<file path="src/rtl/clkgate_pkg.sv">
`timescale 1ns/1ps
package clkgate_pkg;
    localparam int NPCI    = 6;
    localparam int NREF    = 2;
    localparam int NSDRAM  = 13;
    localparam int STRAP_W = 4;
    localparam int CODE_W  = STRAP_W + 1;

    typedef logic [CODE_W-1:0] fcode_t;

    // Gate cell output variants
    typedef enum logic [1:0] {
        GC_TRUE  = 2'd0,
        GC_COMP  = 2'd1,
        GC_LEVEL = 2'd2
    } gc_kind_e;

    // Synchronized control view
    typedef struct packed {
        logic pd_ok;    // 1 = not powered down
        logic stop_ok;  // 1 = CPU clocks may run
    } ctl_t;

    function automatic fcode_t pick_code(input logic sw, input fcode_t swc,
                                         input logic [STRAP_W-1:0] strap);
        return sw ? swc : {1'b1, strap};
    endfunction

    function automatic logic spread_ok(input fcode_t c);
        return c[CODE_W-1 -: 3] == 3'b111;
    endfunction
endpackage

</file>
<file path="src/rtl/clkgate_sync.sv">
`timescale 1ns/1ps
module clkgate_sync #(
    parameter logic RST_VAL = 1'b0
) (
    input  logic clk,
    input  logic rst,
    input  logic d,
    output logic q
);
    logic s1;
    logic s2;

    always_ff @(posedge clk) begin
        if (rst) begin
            s1 <= RST_VAL;
            s2 <= RST_VAL;
        end else begin
            s1 <= d;
            s2 <= s1;
        end
    end

    assign q = s2;
endmodule

</file>
<file path="src/rtl/clkgate_fsel.sv">
`timescale 1ns/1ps
module clkgate_fsel
    import clkgate_pkg::*;
(
    input  logic               sw_sel,
    input  logic [CODE_W-1:0]  sw_code,
    input  logic [STRAP_W-1:0] strap_fs,
    output logic [CODE_W-1:0]  fs_code,
    output logic               ss_allow
);
    fcode_t code;

    always_comb begin
        code     = pick_code(sw_sel, sw_code, strap_fs);
        fs_code  = code;
        ss_allow = spread_ok(code);
    end
endmodule

</file>
<file path="src/rtl/clkgate_cell.sv">
`timescale 1ns/1ps
module clkgate_cell
    import clkgate_pkg::*;
#(
    parameter gc_kind_e KIND = GC_TRUE
) (
    input  logic clk,
    input  logic rst,
    input  logic raw,
    input  logic want,
    output logic gated
);
    logic run_q;

    // State moves only while the raw clock is low
    always_ff @(posedge clk) begin
        if (rst)
            run_q <= 1'b0;
        else if (!raw)
            run_q <= want;
    end

    generate
        if (KIND == GC_TRUE) begin : g_true
            assign gated = raw & run_q;

            assert_no_runt_start_R9: assert property (@(posedge clk) disable iff (rst)
                $rose(gated) |-> !$past(raw))
                else $error("gate started inside a high phase");

            assert_no_cut_high_R9: assert property (@(posedge clk) disable iff (rst)
                ($past(gated) && raw && $past(raw)) |-> gated)
                else $error("gate cut a high phase");
        end else if (KIND == GC_COMP) begin : g_comp
            assign gated = ~raw & run_q;
        end else begin : g_level
            assign gated = run_q;
        end
    endgenerate

    assert_run_needs_want_R10: assert property (@(posedge clk) disable iff (rst)
        (run_q && !$past(run_q)) |-> $past(want))
        else $error("gate opened without request");
endmodule

</file>
<file path="src/rtl/clk_gate_ctrl.sv">
`timescale 1ns/1ps
module clk_gate_ctrl
    import clkgate_pkg::*;
#(
    parameter int N_PCI = NPCI,
    parameter int N_REF = NREF,
    parameter int N_SD  = NSDRAM
) (
    input  logic               clk,
    input  logic               rst,
    input  logic               pwrdn_n,
    input  logic               stop_pin_n,
    input  logic               mode_strap,
    input  logic [STRAP_W-1:0] strap_fs,
    input  logic               sw_sel,
    input  logic [CODE_W-1:0]  sw_code,
    input  logic [N_PCI-1:0]   en_pci,
    input  logic [N_REF-1:0]   en_ref,
    input  logic               en_usb,
    input  logic               en_sio,
    input  logic               sio_sel48,
    input  logic               cpu_raw,
    input  logic               pci_raw,
    input  logic               ref_raw,
    input  logic               usb_raw,
    input  logic               sio24_raw,
    input  logic               sdram_in,
    output logic               cpu_t,
    output logic               cpu_c,
    output logic               cpu_c_oe,
    output logic               cpu_cs,
    output logic [N_PCI-1:0]   pci_out,
    output logic [N_REF-1:0]   ref_out,
    output logic               ref0_oe,
    output logic               usb_out,
    output logic               sio_out,
    output logic [N_SD-1:0]    sdram_out,
    output logic [CODE_W-1:0]  fs_code,
    output logic               ss_allow
);
    logic pd_s;
    logic stop_s;
    ctl_t ctl;
    logic want_cpu;
    logic sio_src;
    logic sd_gated;

    clkgate_sync #(.RST_VAL(1'b0)) u_sync_pd (
        .clk(clk), .rst(rst), .d(pwrdn_n), .q(pd_s));

    clkgate_sync #(.RST_VAL(1'b1)) u_sync_stop (
        .clk(clk), .rst(rst), .d(stop_pin_n), .q(stop_s));

    always_comb begin
        ctl.pd_ok   = pd_s;
        ctl.stop_ok = mode_strap | stop_s;
        want_cpu    = ctl.pd_ok & ctl.stop_ok;
        sio_src     = sio_sel48 ? usb_raw : sio24_raw;
    end

    assign ref0_oe = mode_strap;

    // CPU group: true, chipset copy, complement data and its enable
    clkgate_cell #(.KIND(GC_TRUE)) u_cpu_t (
        .clk(clk), .rst(rst), .raw(cpu_raw), .want(want_cpu), .gated(cpu_t));
    clkgate_cell #(.KIND(GC_TRUE)) u_cpu_cs (
        .clk(clk), .rst(rst), .raw(cpu_raw), .want(want_cpu), .gated(cpu_cs));
    clkgate_cell #(.KIND(GC_COMP)) u_cpu_c (
        .clk(clk), .rst(rst), .raw(cpu_raw), .want(want_cpu), .gated(cpu_c));
    clkgate_cell #(.KIND(GC_LEVEL)) u_cpu_oe (
        .clk(clk), .rst(rst), .raw(cpu_raw), .want(want_cpu), .gated(cpu_c_oe));

    generate
        for (genvar i = 0; i < N_PCI; i++) begin : g_pci
            clkgate_cell #(.KIND(GC_TRUE)) u_pci (
                .clk(clk), .rst(rst), .raw(pci_raw),
                .want(ctl.pd_ok & en_pci[i]), .gated(pci_out[i]));
        end
        for (genvar i = 0; i < N_REF; i++) begin : g_ref
            if (i == 0) begin : g_shared
                clkgate_cell #(.KIND(GC_TRUE)) u_ref (
                    .clk(clk), .rst(rst), .raw(ref_raw),
                    .want(ctl.pd_ok & en_ref[i] & mode_strap), .gated(ref_out[i]));
            end else begin : g_plain
                clkgate_cell #(.KIND(GC_TRUE)) u_ref (
                    .clk(clk), .rst(rst), .raw(ref_raw),
                    .want(ctl.pd_ok & en_ref[i]), .gated(ref_out[i]));
            end
        end
        for (genvar i = 0; i < N_SD; i++) begin : g_sd
            assign sdram_out[i] = sd_gated;
        end
    endgenerate

    clkgate_cell #(.KIND(GC_TRUE)) u_usb (
        .clk(clk), .rst(rst), .raw(usb_raw), .want(ctl.pd_ok & en_usb), .gated(usb_out));
    clkgate_cell #(.KIND(GC_TRUE)) u_sio (
        .clk(clk), .rst(rst), .raw(sio_src), .want(ctl.pd_ok & en_sio), .gated(sio_out));
    clkgate_cell #(.KIND(GC_TRUE)) u_sd (
        .clk(clk), .rst(rst), .raw(sdram_in), .want(ctl.pd_ok), .gated(sd_gated));

    clkgate_fsel u_fsel (
        .sw_sel(sw_sel), .sw_code(sw_code), .strap_fs(strap_fs),
        .fs_code(fs_code), .ss_allow(ss_allow));

    assert_cs_tracks_true_R6: assert property (@(posedge clk) disable iff (rst)
        cpu_cs == cpu_t)
        else $error("chipset copy differs from true CPU clock");

    assert_z_implies_low_R2: assert property (@(posedge clk) disable iff (rst)
        !cpu_c_oe |-> (!cpu_t && !cpu_c))
        else $error("CPU clock active while complement released");

    assert_hw_top_bit_R7: assert property (@(posedge clk) disable iff (rst)
        !sw_sel |-> (fs_code[CODE_W-1] && fs_code[STRAP_W-1:0] == strap_fs))
        else $error("hardware code mismatch");

    assert_ss_range_R8: assert property (@(posedge clk) disable iff (rst)
        ss_allow |-> (sw_sel ? (sw_code[CODE_W-1 -: 3] == 3'b111)
                             : (strap_fs[STRAP_W-1 -: 2] == 2'b11)))
        else $error("spread allowed for a non-spread code");
endmodule

</file>
<file path="config.mk">
export PLATFORM = sky130hd
export DESIGN_NAME = clk_gate_ctrl
export DESIGN_NICKNAME = d
export VERILOG_FILES = /design/src/rtl/clkgate_pkg.sv /design/src/rtl/clkgate_sync.sv /design/src/rtl/clkgate_fsel.sv /design/src/rtl/clkgate_cell.sv /design/src/rtl/clk_gate_ctrl.sv
export SDC_FILE = /design/constraint.sdc
export NUM_CORES = 1
export LEC_CHECK = 0
export CORE_ASPECT_RATIO = 1.4
export CORE_MARGIN = 3
export CORE_UTILIZATION = 36
export DETAILED_ROUTE_END_ITERATION = 6
export GPL_TIMING_DRIVEN = 0
export PLACE_DENSITY = 0.8
export RECOVER_POWER = 50
export SETUP_SLACK_MARGIN = 0.15
export SYNTH_ARGS = -nofsm -noshare
export SYNTH_HDL_FRONTEND = slang
export SYNTH_HIERARCHICAL = 1
export SYNTH_SLANG_ARGS = --single-unit
</file>
<file path="constraint.sdc">
create_clock -name clk -period 1 [get_ports clk]
set_clock_uncertainty 0.05 [all_clocks]
set_input_delay 0.2 -clock clk [delete_from_list [all_inputs] [get_ports clk]]
set_output_delay 0.2 -clock clk [all_outputs]
set_load 0.01 [all_outputs]
</file>
==> key figures <==
Outcome
  – Outcome: finished, violations left
  – Failing checks: negative setup slack

Placement
  – Post-DP HPWL: roughly 2000 um
  – Final estimated routing congestion in global placement: between 0.6 and 0.7
  – Port buffer count: 64
  – DP Area: between 1500 and 2000 um2

Global route
  – Vias in the first global route: between 900 and 1000
  – GRT Util Overall: between 10% and 20%
  – Largest net degree at the start of global routing: 20
  – First-pass GRT wire length: between 4000 and 5000 um
  – Initial antenna violation count: 0
  – Total congestion overflow: 0

Routing
  – Vias per inst: ~4.4
  – Final WL: between 2000 and 3000 um
  – DRC: 0
  – Routed Antenna Nets: 0
  – Per-cell routed wire length: around 13 um
  – Routed via count: ~930
  – Initial DRC count: 13
  – DRT Pass-1 Iters: 3

STA
  – Setup violators final: 26
  – Post-route minimum period: around 1.4 ns
  – Max frequency: 719 MHz
  – Setup ws final: -0.390 ns
  – Final Hold Vio Count: 0
  – RSZ-0062 raised after global routing: true
  – Slew Viols, Final: 0
  – Relative slew margins: between 70% and 80%
  – Worst Tran Pin Value: between 0.3 and 0.4 ns
  – Fin crit share: 139%

Final layout
  – Fin nets: around 210
  – # diodes: 0
  – Area Overhead vs Synth: 83.4%
  – Layout cells sized above 1: 68.6%
  – Final Instance Area: ~1900 um2
  – Post-layout util: a little over two thirds
  – Multi-input gate area: about 570 um2
  – Storage cell area: roughly 400 um2
  – Fillers: ~220

Floorplanning
  – Die Height: slightly below 70 um
  – DIE WIDTH: 50.8 um
  – Placement Rows: 22
  – I/O pin total: 66
  – DIE AREA: around 3500 um2
  – Core Area: 2640 um2
  – Initial Utilization: between 30% and 40%

Worst hold path
  – Hold Crit Class: in -> reg
  – Hold path endpoint: u_usb/run_q
  – Hold path cells: 3
  – Critical hold path startpoint: usb_raw

Synthesis
  – Number of library cell types mapped by synthesis: 17
  – Post-Syn Nets: roughly 140
  – Post-synthesis sequential area ratio: 37.6%
  – Synthesized area: 1010 um2
  – Gate Count Post-Synth: between 100 and 150
  – Number of synthesized register bits: 19
  – Synth Warn #: 6
  – Syn_area_per_cell: 9.83 um2

Setup path
  – Worst Path Arrival: approximately 1.1 ns
  – Reg-to-reg setup timing slack: ~0.010 ns
  – Kind of critical path: reg -> out
  – Crit path max fanout: 5
  – CP required: 0.75 ns
  – Reg2Reg Launch Point: u_sync_pd/q
  – Reg2reg path depth: 4
  – Crit end category: primary output
  – Critical path startpoint category: register
  – Reg2reg end: g_pci[3].u_pci/run_q

Power
  – Peak VDD IR: roughly 0.90 mV
  – Power Dens Cells: approximately 810 nW/um2
  – Lkg Pwr: between 0.9 and 1 nW

Clock tree
  – # hold bufs at CTS: 0
  – Clk buf depth: 2
  – Sink Count: 19
  – H-tree depth: 1
  – Root Buffer: clkbuf_4
  – Worst skew pair latency: 0.28 ns
  – Clock-pin slew on the worst setup and hold paths: ~0.1 ns
  – CTS tree: yes
  – CTS buffer count: 3

Run
  – MaxCap Viol Count: 0
[timing repair]
| action | in CTS | in global routing |
|---|---|---|
| pin swaps | 8 | 4 |
| buffers inserted | 2 | 0 |
| endpoints found under the hold margin | 0 | 0 |
| setup endpoints to repair | 53 | 50 |
| gates resized for setup | 273 | 12 |
| gates cloned | 2 | 0 |
[per-layer routing]
layer	part of all wire [%]	vias to the layer above	wire [um]	track usage, %
met5	0	-	0	0
met4	0	0	0	4.04
met3	9.9	0	268	5.16
met2	54	48	1470	33.5
met1	36	419	967	15.7
li1	-	464	-	-
[cells in the mapped netlist]
cell	n	share of area, %
and2_1	9	5.6
nand2b_1	1	0.62
mux2_4	5	7.4
nand4_1	1	0.62
o21ai_0	1	0.49
mux2i_1	15	15
nor2b_1	2	1.2
or2_1	2	1.2
buf_6	2	2.2
nor2_1	15	5.6
and3_1	1	0.62
o21a_1	1	0.74
and2b_2	1	0.87
nand2_1	1	0.37
buf_4	14	10
and2_2	13	9.6
dfxtp_1	19	38
[final cells by class]
type                            instances  area share, %
Sequential cell                        19           21.7
Timing Repair Buffer                   67           34.5
Multi-Input combinational cell         69           30.6
Buffer                                 16           9.37
Tap cell                               36           2.43
Clock buffer                            4           1.42
[registers in the layout, indices dropped and copies added (netlist names)]
name and count:
g_pci.u_pci/run_q 6, g_ref.g_shared.u_ref/run_q 1, g_ref.g_plain.u_ref/run_q 1, u_cpu_c/run_q 1
u_cpu_cs/run_q 1, u_cpu_oe/gated 1, u_cpu_t/run_q 1, u_sd/run_q 1
u_sio/run_q 1, u_sync_pd/q 1, u_sync_pd/s1 1, u_sync_stop/q 1
u_sync_stop/s1 1, u_usb/run_q 1
[stage by stage]
stage          power (mW)  TNS, ns  worst slack (ns)  cells  hold slack (ns)
2_1_floorplan       0.923        0             0.119    103            0.214
3_3_place_gp         1.13   -33.45            -0.967    203            0.343
3_5_place_dp         1.15   -34.42            -0.986    203            0.348
4_1_cts              1.54    -5.88            -0.391    211            0.130
5_1_grt              1.59    -7.06            -0.447    211            0.148
6_report             1.51    -5.49            -0.390    211            0.143
[logic make-up after synthesis]
family	after synthesis	synth area share (%)
AOI/OAI and AO/OA	2	1.24
buffers and inverters	16	12.6
DFF	19	37.6
muxes	20	22.2
and+or+nand+nor	46	26.3
[worst max-delay path by stage]
stage          startpoint             to  cells after the start
2_1_floorplan   sio_sel48        sio_out                      2
6_report       u_sd/run_q   sdram_out[3]                      4
3_5_place_dp      pci_raw     pci_out[0]                      3
5_1_grt        u_sd/run_q  sdram_out[12]                      4
3_3_place_gp      pci_raw     pci_out[0]                      3
4_1_cts        u_sd/run_q  sdram_out[12]                      4
[power breakdown]
group / leakage [nW] / total, mW / switching, mW / internal [mW]
clock: 0.0150 / 0.368 / 0.213 / 0.155
combinational: 0.726 / 0.355 / 0.126 / 0.229
sequential: 0.163 / 0.784 / 0.00923 / 0.774
[critical path, stage by stage, from the launching register on]
cell     delay (ns)
dfxtp_2        0.34
and2_4         0.18
buf_6          0.12
buf_6          0.10
buf_6          0.11
[placed cells by master (no fill, tap or decap), types with 3 or more instances in the layout]
| cell type | instances |
|---|---|
| and2_4 | 23 |
| buf_2 | 13 |
| buf_4 | 4 |
| buf_6 | 49 |
| clkbuf_4 | 3 |
| clkdlybuf4s50_1 | 10 |
| dfxtp_1 | 3 |
| dfxtp_2 | 15 |
| mux2_4 | 5 |
| mux2i_1 | 14 |
| nor2_1 | 15 |
Note: power is estimated with default switching activity, not from simulation.
